[src/rtl/lac_pkg.sv]
package lac_pkg;
  typedef enum logic [2:0] {
    OP_PLAIN    = 3'd0,
    OP_CJMP     = 3'd1,
    OP_IDX_INIT = 3'd2,
    OP_IDX_STEP = 3'd3,
    OP_MEM_DIR  = 3'd4,
    OP_MEM_REL  = 3'd5,
    OP_RSVD6    = 3'd6,
    OP_RSVD7    = 3'd7
  } lac_op_e;

  function automatic int unsigned max_u(int unsigned a, int unsigned b);
    return (a > b) ? a : b;
  endfunction
endpackage

[src/rtl/lac_loop_bank.sv]
module lac_loop_bank #(
  parameter int unsigned NUM_CTR = 8,
  parameter int unsigned TRIP_W  = 16,
  localparam int unsigned SW     = $clog2(NUM_CTR)
) (
  input  logic              clk_i,
  input  logic              rst_ni,
  input  logic              jump_i,
  input  logic [SW-1:0]     sel_i,
  input  logic [TRIP_W-1:0] trip_i,
  output logic              take_o
);
  logic [NUM_CTR-1:0][TRIP_W-1:0] rem_q;
  logic [NUM_CTR-1:0]             armed_q;
  logic [TRIP_W-1:0]              cur;

  // unarmed counter starts from the static trip count
  assign cur    = armed_q[sel_i] ? rem_q[sel_i] : trip_i;
  assign take_o = jump_i && (cur != '0);

  for (genvar g = 0; g < NUM_CTR; g++) begin : g_ctr
    always_ff @(posedge clk_i or negedge rst_ni) begin
      if (!rst_ni) begin
        rem_q[g]   <= '0;
        armed_q[g] <= 1'b0;
      end else if (jump_i && (sel_i == SW'(g))) begin
        if (cur != '0) begin
          rem_q[g]   <= cur - 1'b1;
          armed_q[g] <= 1'b1;
        end else begin
          armed_q[g] <= 1'b0;
        end
      end
    end
  end

  a_r6_counters_private: assert property (@(posedge clk_i) disable iff (!rst_ni)
    !jump_i |=> ($stable(rem_q) && $stable(armed_q)));

  a_r4_zero_falls_through: assert property (@(posedge clk_i) disable iff (!rst_ni)
    (jump_i && armed_q[sel_i] && rem_q[sel_i] == '0) |-> !take_o);

  a_r4_zero_disarms: assert property (@(posedge clk_i) disable iff (!rst_ni)
    (jump_i && !take_o) |=> !armed_q[$past(sel_i)]);

  a_r3_countdown: assert property (@(posedge clk_i) disable iff (!rst_ni)
    (jump_i && armed_q[sel_i] && take_o) |=>
      (rem_q[$past(sel_i)] == $past(rem_q[sel_i]) - 1'b1));

  a_r5_other_ctr_kept: assert property (@(posedge clk_i) disable iff (!rst_ni)
    jump_i |=> (rem_q[$past(sel_i) + 1'b1] == $past(rem_q[sel_i + 1'b1])));
endmodule

[src/rtl/lac_index_bank.sv]
module lac_index_bank #(
  parameter int unsigned NUM_CTR = 8,
  parameter int unsigned AW      = 14,
  localparam int unsigned SW     = $clog2(NUM_CTR)
) (
  input  logic          clk_i,
  input  logic          rst_ni,
  input  logic          init_i,
  input  logic          step_i,
  input  logic [SW-1:0] sel_i,
  input  logic [AW-1:0] val_i,
  output logic [AW-1:0] idx_o
);
  logic [NUM_CTR-1:0][AW-1:0] idx_q;

  assign idx_o = idx_q[sel_i];

  for (genvar g = 0; g < NUM_CTR; g++) begin : g_idx
    always_ff @(posedge clk_i or negedge rst_ni) begin
      if (!rst_ni) begin
        idx_q[g] <= '0;
      end else if (sel_i == SW'(g)) begin
        if (init_i)      idx_q[g] <= val_i;
        else if (step_i) idx_q[g] <= idx_q[g] + val_i;
      end
    end
  end

  a_r8_init_loads: assert property (@(posedge clk_i) disable iff (!rst_ni)
    init_i |=> (idx_q[$past(sel_i)] == $past(val_i)));

  a_r8_step_adds: assert property (@(posedge clk_i) disable iff (!rst_ni)
    (step_i && !init_i) |=> (idx_q[$past(sel_i)] == $past(idx_o) + $past(val_i)));

  a_r8_idle_keeps: assert property (@(posedge clk_i) disable iff (!rst_ni)
    (!init_i && !step_i) |=> $stable(idx_q));
endmodule

[src/rtl/lac_pc_unit.sv]
module lac_pc_unit #(
  parameter int unsigned PW = 14
) (
  input  logic          clk_i,
  input  logic          rst_ni,
  input  logic          valid_i,
  input  logic          take_i,
  input  logic [PW-1:0] target_i,
  output logic [PW-1:0] pc_o,
  output logic [PW-1:0] next_pc_o
);
  logic [PW-1:0] pc_q;

  always_comb begin
    if (!valid_i)    next_pc_o = pc_q;
    else if (take_i) next_pc_o = target_i;
    else             next_pc_o = pc_q + 1'b1;
  end

  always_ff @(posedge clk_i or negedge rst_ni) begin
    if (!rst_ni) pc_q <= '0;
    else         pc_q <= next_pc_o;
  end

  assign pc_o = pc_q;

  a_r2_pc_follows_next: assert property (@(posedge clk_i) disable iff (!rst_ni)
    1'b1 |=> (pc_o == $past(next_pc_o)));

  a_r2_hold_when_idle: assert property (@(posedge clk_i) disable iff (!rst_ni)
    !valid_i |=> $stable(pc_o));
endmodule

[src/rtl/loop_addr_ctrl.sv]
module loop_addr_ctrl #(
  parameter int unsigned NUM_CTR    = 8,
  parameter int unsigned IMEM_BYTES = 65536,
  parameter int unsigned DMEM_BYTES = 65536,
  parameter int unsigned WORD_BYTES = 4,
  parameter int unsigned TRIP_W     = 16,
  localparam int unsigned SW = $clog2(NUM_CTR),
  localparam int unsigned PW = $clog2(IMEM_BYTES / WORD_BYTES),
  localparam int unsigned AW = $clog2(DMEM_BYTES / WORD_BYTES),
  localparam int unsigned IW = lac_pkg::max_u(PW, AW)
) (
  input  logic              clk_i,
  input  logic              rst_ni,
  input  logic              valid_i,
  input  logic [2:0]        op_i,
  input  logic              pred_i,
  input  logic [SW-1:0]     sel_i,
  input  logic [IW-1:0]     imm_i,
  input  logic [TRIP_W-1:0] trip_i,
  output logic [PW-1:0]     pc_o,
  output logic [PW-1:0]     next_pc_o,
  output logic              mem_en_o,
  output logic [AW-1:0]     mem_addr_o
);
  import lac_pkg::*;

  lac_op_e       op;
  logic          is_jump, is_init, is_step, is_dir, is_rel, take;
  logic [AW-1:0] idx_rd;

  assign op      = lac_op_e'(op_i);
  // jump and index ops commit without regard to pred_i
  assign is_jump = valid_i && (op == OP_CJMP);
  assign is_init = valid_i && (op == OP_IDX_INIT);
  assign is_step = valid_i && (op == OP_IDX_STEP);
  assign is_dir  = valid_i && (op == OP_MEM_DIR);
  assign is_rel  = valid_i && (op == OP_MEM_REL);

  lac_loop_bank #(.NUM_CTR(NUM_CTR), .TRIP_W(TRIP_W)) i_loop_bank (
    .clk_i  (clk_i),
    .rst_ni (rst_ni),
    .jump_i (is_jump),
    .sel_i  (sel_i),
    .trip_i (trip_i),
    .take_o (take)
  );

  lac_index_bank #(.NUM_CTR(NUM_CTR), .AW(AW)) i_index_bank (
    .clk_i  (clk_i),
    .rst_ni (rst_ni),
    .init_i (is_init),
    .step_i (is_step),
    .sel_i  (sel_i),
    .val_i  (imm_i[AW-1:0]),
    .idx_o  (idx_rd)
  );

  lac_pc_unit #(.PW(PW)) i_pc_unit (
    .clk_i     (clk_i),
    .rst_ni    (rst_ni),
    .valid_i   (valid_i),
    .take_i    (take),
    .target_i  (imm_i[PW-1:0]),
    .pc_o      (pc_o),
    .next_pc_o (next_pc_o)
  );

  assign mem_en_o   = is_dir || is_rel;
  assign mem_addr_o = is_rel ? (imm_i[AW-1:0] + idx_rd) : imm_i[AW-1:0];

  a_r2_straight_line: assert property (@(posedge clk_i) disable iff (!rst_ni)
    (valid_i && op_i != 3'd1) |-> (next_pc_o == pc_o + 1'b1));

  a_r3_jump_target: assert property (@(posedge clk_i) disable iff (!rst_ni)
    (valid_i && op_i == 3'd1 && next_pc_o != pc_o + 1'b1) |-> (next_pc_o == imm_i[PW-1:0]));

  a_r9_direct_addr: assert property (@(posedge clk_i) disable iff (!rst_ni)
    (valid_i && op_i == 3'd4) |-> (mem_en_o && mem_addr_o == imm_i[AW-1:0]));

  a_r11_no_access: assert property (@(posedge clk_i) disable iff (!rst_ni)
    !(valid_i && (op_i == 3'd4 || op_i == 3'd5)) |-> !mem_en_o);

  a_r7_init_ignores_pred: assert property (@(posedge clk_i) disable iff (!rst_ni)
    (valid_i && op_i == 3'd5 && imm_i == '0 && $past(sel_i) == sel_i &&
     $past(valid_i && op_i == 3'd2 && !pred_i)) |-> (mem_addr_o == $past(imm_i[AW-1:0])));
endmodule

[config.mk]
export PLATFORM = sky130hd
export DESIGN_NAME = loop_addr_ctrl
export DESIGN_NICKNAME = d
export VERILOG_FILES = /design/src/rtl/lac_pkg.sv /design/src/rtl/lac_loop_bank.sv /design/src/rtl/lac_index_bank.sv /design/src/rtl/lac_pc_unit.sv /design/src/rtl/loop_addr_ctrl.sv
export SDC_FILE = /design/constraint.sdc
export NUM_CORES = 1
export LEC_CHECK = 0
export ABC_CLOCK_PERIOD_IN_PS = 6100
export BUFFER_PORTS_ARGS = -buffer_cell sky130_fd_sc_hd__clkbuf_2
export CAP_MARGIN = 30
export CORE_ASPECT_RATIO = 1.25
export CORE_MARGIN = 10
export CORE_UTILIZATION = 50
export CTS_CLUSTER_SIZE = 25
export DETAILED_ROUTE_END_ITERATION = 16
export GPL_ROUTABILITY_DRIVEN = 0
export PLACE_DENSITY_LB_ADDON = 0.3
export REMOVE_ABC_BUFFERS = 1
export SYNTH_ARGS = -nofsm -noshare
export SYNTH_HDL_FRONTEND = slang
export SYNTH_SLANG_ARGS = --single-unit
[constraint.sdc]
create_clock -name clk_i -period 6.1 [get_ports clk_i]
set_clock_uncertainty 0.05 [all_clocks]
set_input_delay 0.305 -clock clk_i [delete_from_list [all_inputs] [get_ports clk_i]]
set_output_delay 0.305 -clock clk_i [all_outputs]
set_load 0.02 [all_outputs]
== Yosys cells after proc, flatten, opt, wreduce, memory -nomap -nowiden ==
Cells that the tools add are included.
Widths: inputs -> output; s select.

* Register bits after elaboration: 262
* Latch bits: 0
* Memory bits (writable): 0
* ROM bits: 0
* Input bits: 40
* Output and inout port bits: 43
* Word-level logic and storage cells: 110
* Memories: 0

* $add $sub $neg: 11
* $mul: 0
* Div/mod/pow operators: 0
* $lt $le $gt $ge: 1
* Equal/unequal tests: 12
* Shifts and indexed selects: 0
* Multiplexer cells: 27
* Bitwise gates (word level): 0
* Reductions and logical operators: 34

{| class="wikitable"
|+ Operators by type and width
! cell !! number
|-
| $mux 14 || 20
|-
| $add 14x14->14 || 9
|-
| $bmux 16 s3 || 1
|-
| $bmux 14 s3 || 1
|-
| $mux 16 || 2
|-
| $reduce_and 2->1 || 16
|-
| $eq 3x3->1 const B || 6
|-
| $reduce_bool 16->1 || 1
|-
| $sub 16x1->16 const B || 1
|-
| $add 14x1->14 const B || 1
|-
| $logic_and 1x1->1 || 14
|-
| $eq 3x2->1 const B || 4
|-
| $eq 3x1->1 const B || 2
|-
| $lt 3x4->1 const B || 1
|-
| $bmux 1 s3 || 1
|-
| $logic_not 3->1 || 1
|-
| $mux 1 || 2
|-
| $reduce_bool 2->1 || 1
|-
| $logic_or 1x1->1 || 1
|}

== Depth between registers and ports, before layout ==
* Word-level depth: 7
* Depth in mapped cells: 19
* Mapped depth without buffers: 12

== Cells and area by module ==
From an unflattened synthesis, not the netlist that was laid out.

* Cell total of the unflattened synthesis: 1848
* Area total of the unflattened synthesis: 19239.7 um2

{| class="wikitable"
|+ By module, submodules not included
! module !! times used !! cells each !! area an instance (um2) !! seq. area each (um2)
|-
| lac_index_bank || 1 || 1123 || 10332.4 || 2802.7
|-
| lac_loop_bank || 1 || 502 || 7210.7 || 3403.3
|-
| lac_pc_unit || 1 || 96 || 857.1 || 350.3
|-
| loop_addr_ctrl || 1 || 127 || 839.6 || 0.0
|}

== Least setup slack after synthesis ==
OpenSTA, ideal clock, no wires.

* Path kind: input to output
* Start: input sel_i[0]
* End: output mem_addr_o[13]
* Arrival: 4.985 ns
* Required time: 5.745 ns
* Slack: 0.760 ns
* Stages: 16
* Path buffers: 5
* Path through: buf_2 > buf_2 > buf_2 > buf_2 > buf_1 > mux4_2 > mux2_2 > ha_1 > a21oi_1 > o21ai_0 > a2111oi_0 > nor3b_1 > o311a_1 > nor2_1 > nor3_1 > or4_1

* Longest elaborated chain between the ends: 4

{| class="wikitable"
|+ Ends and longest elaborated chain
! element !! line !! text
|-
| start, declared || loop_addr_ctrl.sv:17 || <nowiki>input logic [SW-1:0] sel_i,</nowiki>
|-
| $bmux 14 s3 || lac_index_bank.sv:16 || <nowiki>assign idx_o = idx_q[sel_i];</nowiki>
|-
| $mux 14 (not written as such) || lac_index_bank.sv:16 ||
|-
| $add 14x14->14 || loop_addr_ctrl.sv:69 || <nowiki>assign mem_addr_o = is_rel ? (imm_i[AW-1:0] + idx_rd) : imm_i[AW-1:0];</nowiki>
|-
| $mux 14 || loop_addr_ctrl.sv:69 ||
|-
| end, declared || loop_addr_ctrl.sv:23 || <nowiki>output logic [AW-1:0] mem_addr_o</nowiki>
|}

No other way between the ends. The select of a mux whose other input is x is not followed.

== Worst setup path in the final report ==
* Start: register i_index_bank.idx_q[99] (netlist bit)
* End: output mem_addr_o[13]

* Longest elaborated chain between the ends: 4

{| class="wikitable"
|+ Ends and longest elaborated chain
! element !! line !! text
|-
| start, declared || lac_index_bank.sv:14 || <nowiki>logic [NUM_CTR-1:0][AW-1:0] idx_q;</nowiki>
|-
| start signal, assigned by index || lac_index_bank.sv:23 || <nowiki>if (init_i) idx_q[g] <= val_i;</nowiki>
|-
| start signal, assigned by index || lac_index_bank.sv:24 || <nowiki>else if (step_i) idx_q[g] <= idx_q[g] + val_i;</nowiki>
|-
| $bmux 14 s3 || lac_index_bank.sv:16 ||
|-
| $mux 14 (not written as such) || lac_index_bank.sv:16 ||
|-
| $add 14x14->14 || loop_addr_ctrl.sv:69 ||
|-
| $mux 14 || loop_addr_ctrl.sv:69 ||
|}

No other way between the ends. The select of a mux whose other input is x is not followed.

==> flow_metrics.env <==
export IMPL_initial_utilization_pct=50.4
export IMPL_dr_first_iter_drc_count=996
export IMPL_ys_flop_type="dfrtp_1"
export IMPL_clk_latency_ps=580
export IMPL_worstPathArrival_ps=4830
export IMPL_drc=0
export IMPL_numClockSinks=262
export IMPL_critPathBufInv=1
export IMPL_cap_violations=0
export IMPL_num_vias=15700
export IMPL_crit_start="i_index_bank.idx_q[99]$_DFFE_PN0P_"
export IMPL_layout_nets=2167
export IMPL_worstPathRequired_ps=5740
export IMPL_reg2reg_from="i_loop_bank.armed_q[4]$_DFFE_PN0P_"
export IMPL_met3WireLength_microns=2670
export IMPL_wirelength_microns=52800
export IMPL_synth_area_top_cells="dfrtp_1, ha_1, mux4_2"
export IMPL_synth_top_family_by_area="multiplexers"
export IMPL_internal_power_mw=4.86
export IMPL_dpl_cell_count=2454
export IMPL_design_core_area_sq_mm=0.0380
export IMPL_synth_edff_count=0
export IMPL_clk_path_buf_depth=3
export IMPL_ff2ff_setup_slack_ps=2340
export IMPL_rsz0062_at_grt="no"
export IMPL_cts_buffers=31
export IMPL_die_x_microns=195
export IMPL_clk_pin_slew_ps=60
export IMPL_pwr_density_cell_mw_per_mm2=366
export IMPL_wire_per_inst_microns=21.0
export IMPL_dpl_hpwl_microns=37800
export IMPL_setup_tns_final_ps=0
export IMPL_crit_path_start_kind="flip-flop"
export IMPL_worstSetupEndpointType="output pin"
export IMPL_grt_overflow_total=0
export IMPL_ir_worst_vdd_mv=0.312
export IMPL_synthMuxAreaShare_pct=18.9
export IMPL_slowest_delay_ps=700
export IMPL_drv_slew=0
export IMPL_fin_cells=2514
export IMPL_period_share_pct=85.0
export IMPL_pwr_share_comb_pct=41.7
export IMPL_synthToLayoutAreaGrowth_pct=9.87
export IMPL_cts_tree="done"
export IMPL_r2r_end="i_loop_bank.rem_q[21]$_DFFE_PN0P_"
export IMPL_io_pins=83
export IMPL_cpMaxStageDelayCell="a2111oi_0"
export IMPL_grt_max_degree=72
export IMPL_worstSetupPathType="reg -> out"
export IMPL_routed_via_density=6.26
export IMPL_synthCells=1968
export IMPL_ys_types=83
export IMPL_die_h_microns=239
export IMPL_min_path_type="in -> reg"
export IMPL_yosys_warnings=0
export IMPL_worst_pin_slew_ps=982
export IMPL_dieArea_sq_mm=0.0466
export IMPL_p_clk_share_pct=26.5
export IMPL_avgSynthCellArea_sq_um=9.75
export IMPL_synth_compound_area_share_pct=16.5
export IMPL_critPathTopFamily="compound AO/OA/AOI/OAI gates"
export IMPL_yosysMostFrequentCell="dfrtp_1"
export IMPL_drive_above_1_share_pct=18.2
export IMPL_fmax_ghz=0.193
export IMPL_htree_levels=1
export IMPL_synth_top_area_share_pct=34.2
export IMPL_setup_violations=0
export IMPL_ys_seq_area_share_pct=34.2
export IMPL_drtPass1Iterations=7
export IMPL_synth_adder_area_share_pct=8.77
export IMPL_status="finished, final reports clean"
export IMPL_path_cells="mux4_2 > mux2_2 > ha_1 > a21oi_1 > o21ai_0 > a2111oi_0 > nor3b_1 > o311a_1 > nor2_1 > nor3_1 > or4_1 > clkbuf_2"
export IMPL_grt_antenna_before_repair=0
export IMPL_ctsRootBufferMaster="clkbuf_16"
export IMPL_power_frac_seq_pct=31.8
export IMPL_hold_viol=0
export IMPL_grt_pass1_wl_microns=85200
export IMPL_min_to="i_index_bank.idx_q[98]$_DFFE_PN0P_"
export IMPL_min_path_cells=3
export IMPL_synth_common_cells="dfrtp_1, nand2_1, a21oi_1, o21ai_0, nor2_1"
export IMPL_grt_pass1_vias=16100
export IMPL_synth_simple_area_share_pct=13.6
export IMPL_port_buffers=81
export IMPL_cp_max_fo=4
export IMPL_diodes=0
export IMPL_dr_max_layer_used="met4"
export IMPL_antenna_left=0
export IMPL_synth_top_area_cell="dfrtp_1"
export IMPL_worstHoldStart="op_i[0]"
export IMPL_switching_share_pct=37.0
export IMPL_synthesis_area_sq_mm=0.0192
export IMPL_p_sw_mw=2.86
export IMPL_met2WireLength_microns=26500
export IMPL_async_reset_ff_share_pct=100
export IMPL_synth_xor_xnor_area_share_pct=4.43
export IMPL_wl_met1_microns=21600
export IMPL_grt_total_usage_pct=22.2
export IMPL_synth_seq_cells=262
export IMPL_p_leak_nw=9.78
export IMPL_slew_limit_headroom_pct=34.4
export IMPL_min_period_ps=5180
export IMPL_num_rows=80
export IMPL_cts_resized_gates=0
export IMPL_rr_worst_depth=8
-- power groups by stage --
stage	sequential, mW	combinational (mW)	clock [mW]
2_1_floorplan	2.39	2.46	0
3_3_place_gp	2.44	3.05	0
3_5_place_dp	2.47	3.17	0
4_1_cts	2.44	3.20	2.07
5_1_grt	2.50	3.60	2.14
6_report	2.45	3.22	2.04
-- repair_timing --
item                                   4_1_cts  5_1_grt
endpoints found under the hold margin       66        0
hold buffers                                 1        0
setup buffers                                0        0
-- flip-flops by register name (all words and copies together), names as in the netlist --
register	flops
i_pc_unit.pc_o	14
i_index_bank.idx_q	112
i_loop_bank.rem_q	128
i_loop_bank.armed_q	8
-- per-layer routing --
layer	vias up	GRT usage, %
met5	-	0
met3	129	2.95
met2	474	38.9
li1	7336	-
met4	0	9.29
met1	7789	26.8
-- how the worst max path moves through the flow --
| stage | end | cells after the start |
|---|---|---|
| final | mem_addr_o[13] | 12 |
| after global routing | mem_addr_o[13] | 12 |
| after CTS | mem_addr_o[13] | 12 |
| after detailed placement | mem_addr_o[13] | 13 |
| after global placement | mem_addr_o[13] | 13 |
| after floorplan | i_loop_bank.rem_q[112]$_DFFE_PN0P_ | 5 |
-- tightest hold or removal path, stage by stage --
cell and delay (ps):
clkbuf_2 200, mux2i_1 180, o21ai_0 80
-- layout make-up --
cell class	instances	area (sq um)
Clock buffer	37	838
Clock inverter	20	287
Fill cell	3310	17000
Inverter	42	158
Multi-Input combinational cell	1559	11900
Sequential cell	262	6560
Tap cell	492	616
Timing Repair Buffer	102	673
-- logic make-up (layout without fill, tap and decap cells) --
group | after synthesis | after routing
AOI/OAI and AO/OA | 510 | 510
and+or+nand+nor | 565 | 565
xor gates and xnor gates | 97 | 97
DFF | 262 | 262
adders and majority gates | 129 | 129
muxes | 258 | 258
buffers and inverters | 147 | 201
-- layout by cell type, fill, tap and decap left out, types with 9 or more instances in the layout --
cell         n
a21oi_1    161
a211oi_1    33
o21ai_0    158
and2_1      20
clkbuf_2    78
buf_4       16
mux2i_1     56
o22ai_1      9
mux2_1      17
nor3_1      69
inv_1       42
fa_1         9
xor2_1      25
dfrtp_1    262
o21a_1      18
a21o_1      31
xnor2_1     72
nand3_1     43
mux4_2      57
and3_1      27
clkbuf_16   31
mux2_4      28
o31ai_1     10
o41ai_1     16
nand2_1    209
nor2_1     133
mux2_2      97
a31oi_1      9
ha_1       120
-- metrics by stage --
step,instance area [sq um],setup WS [ps],util (%),total power [mW],hold WS (ps)
5_1_grt,21100,647,55.4,8.24,220
6_report,21100,915,55.4,7.72,197
3_5_place_dp,19900,1070,52.3,5.65,246
4_1_cts,21000,891,55.3,7.71,186
2_1_floorplan,18600,1860,-,4.84,-40.6
3_3_place_gp,19800,1080,52.2,5.50,240
No activity file was read; power rests on OpenSTA's default activity.
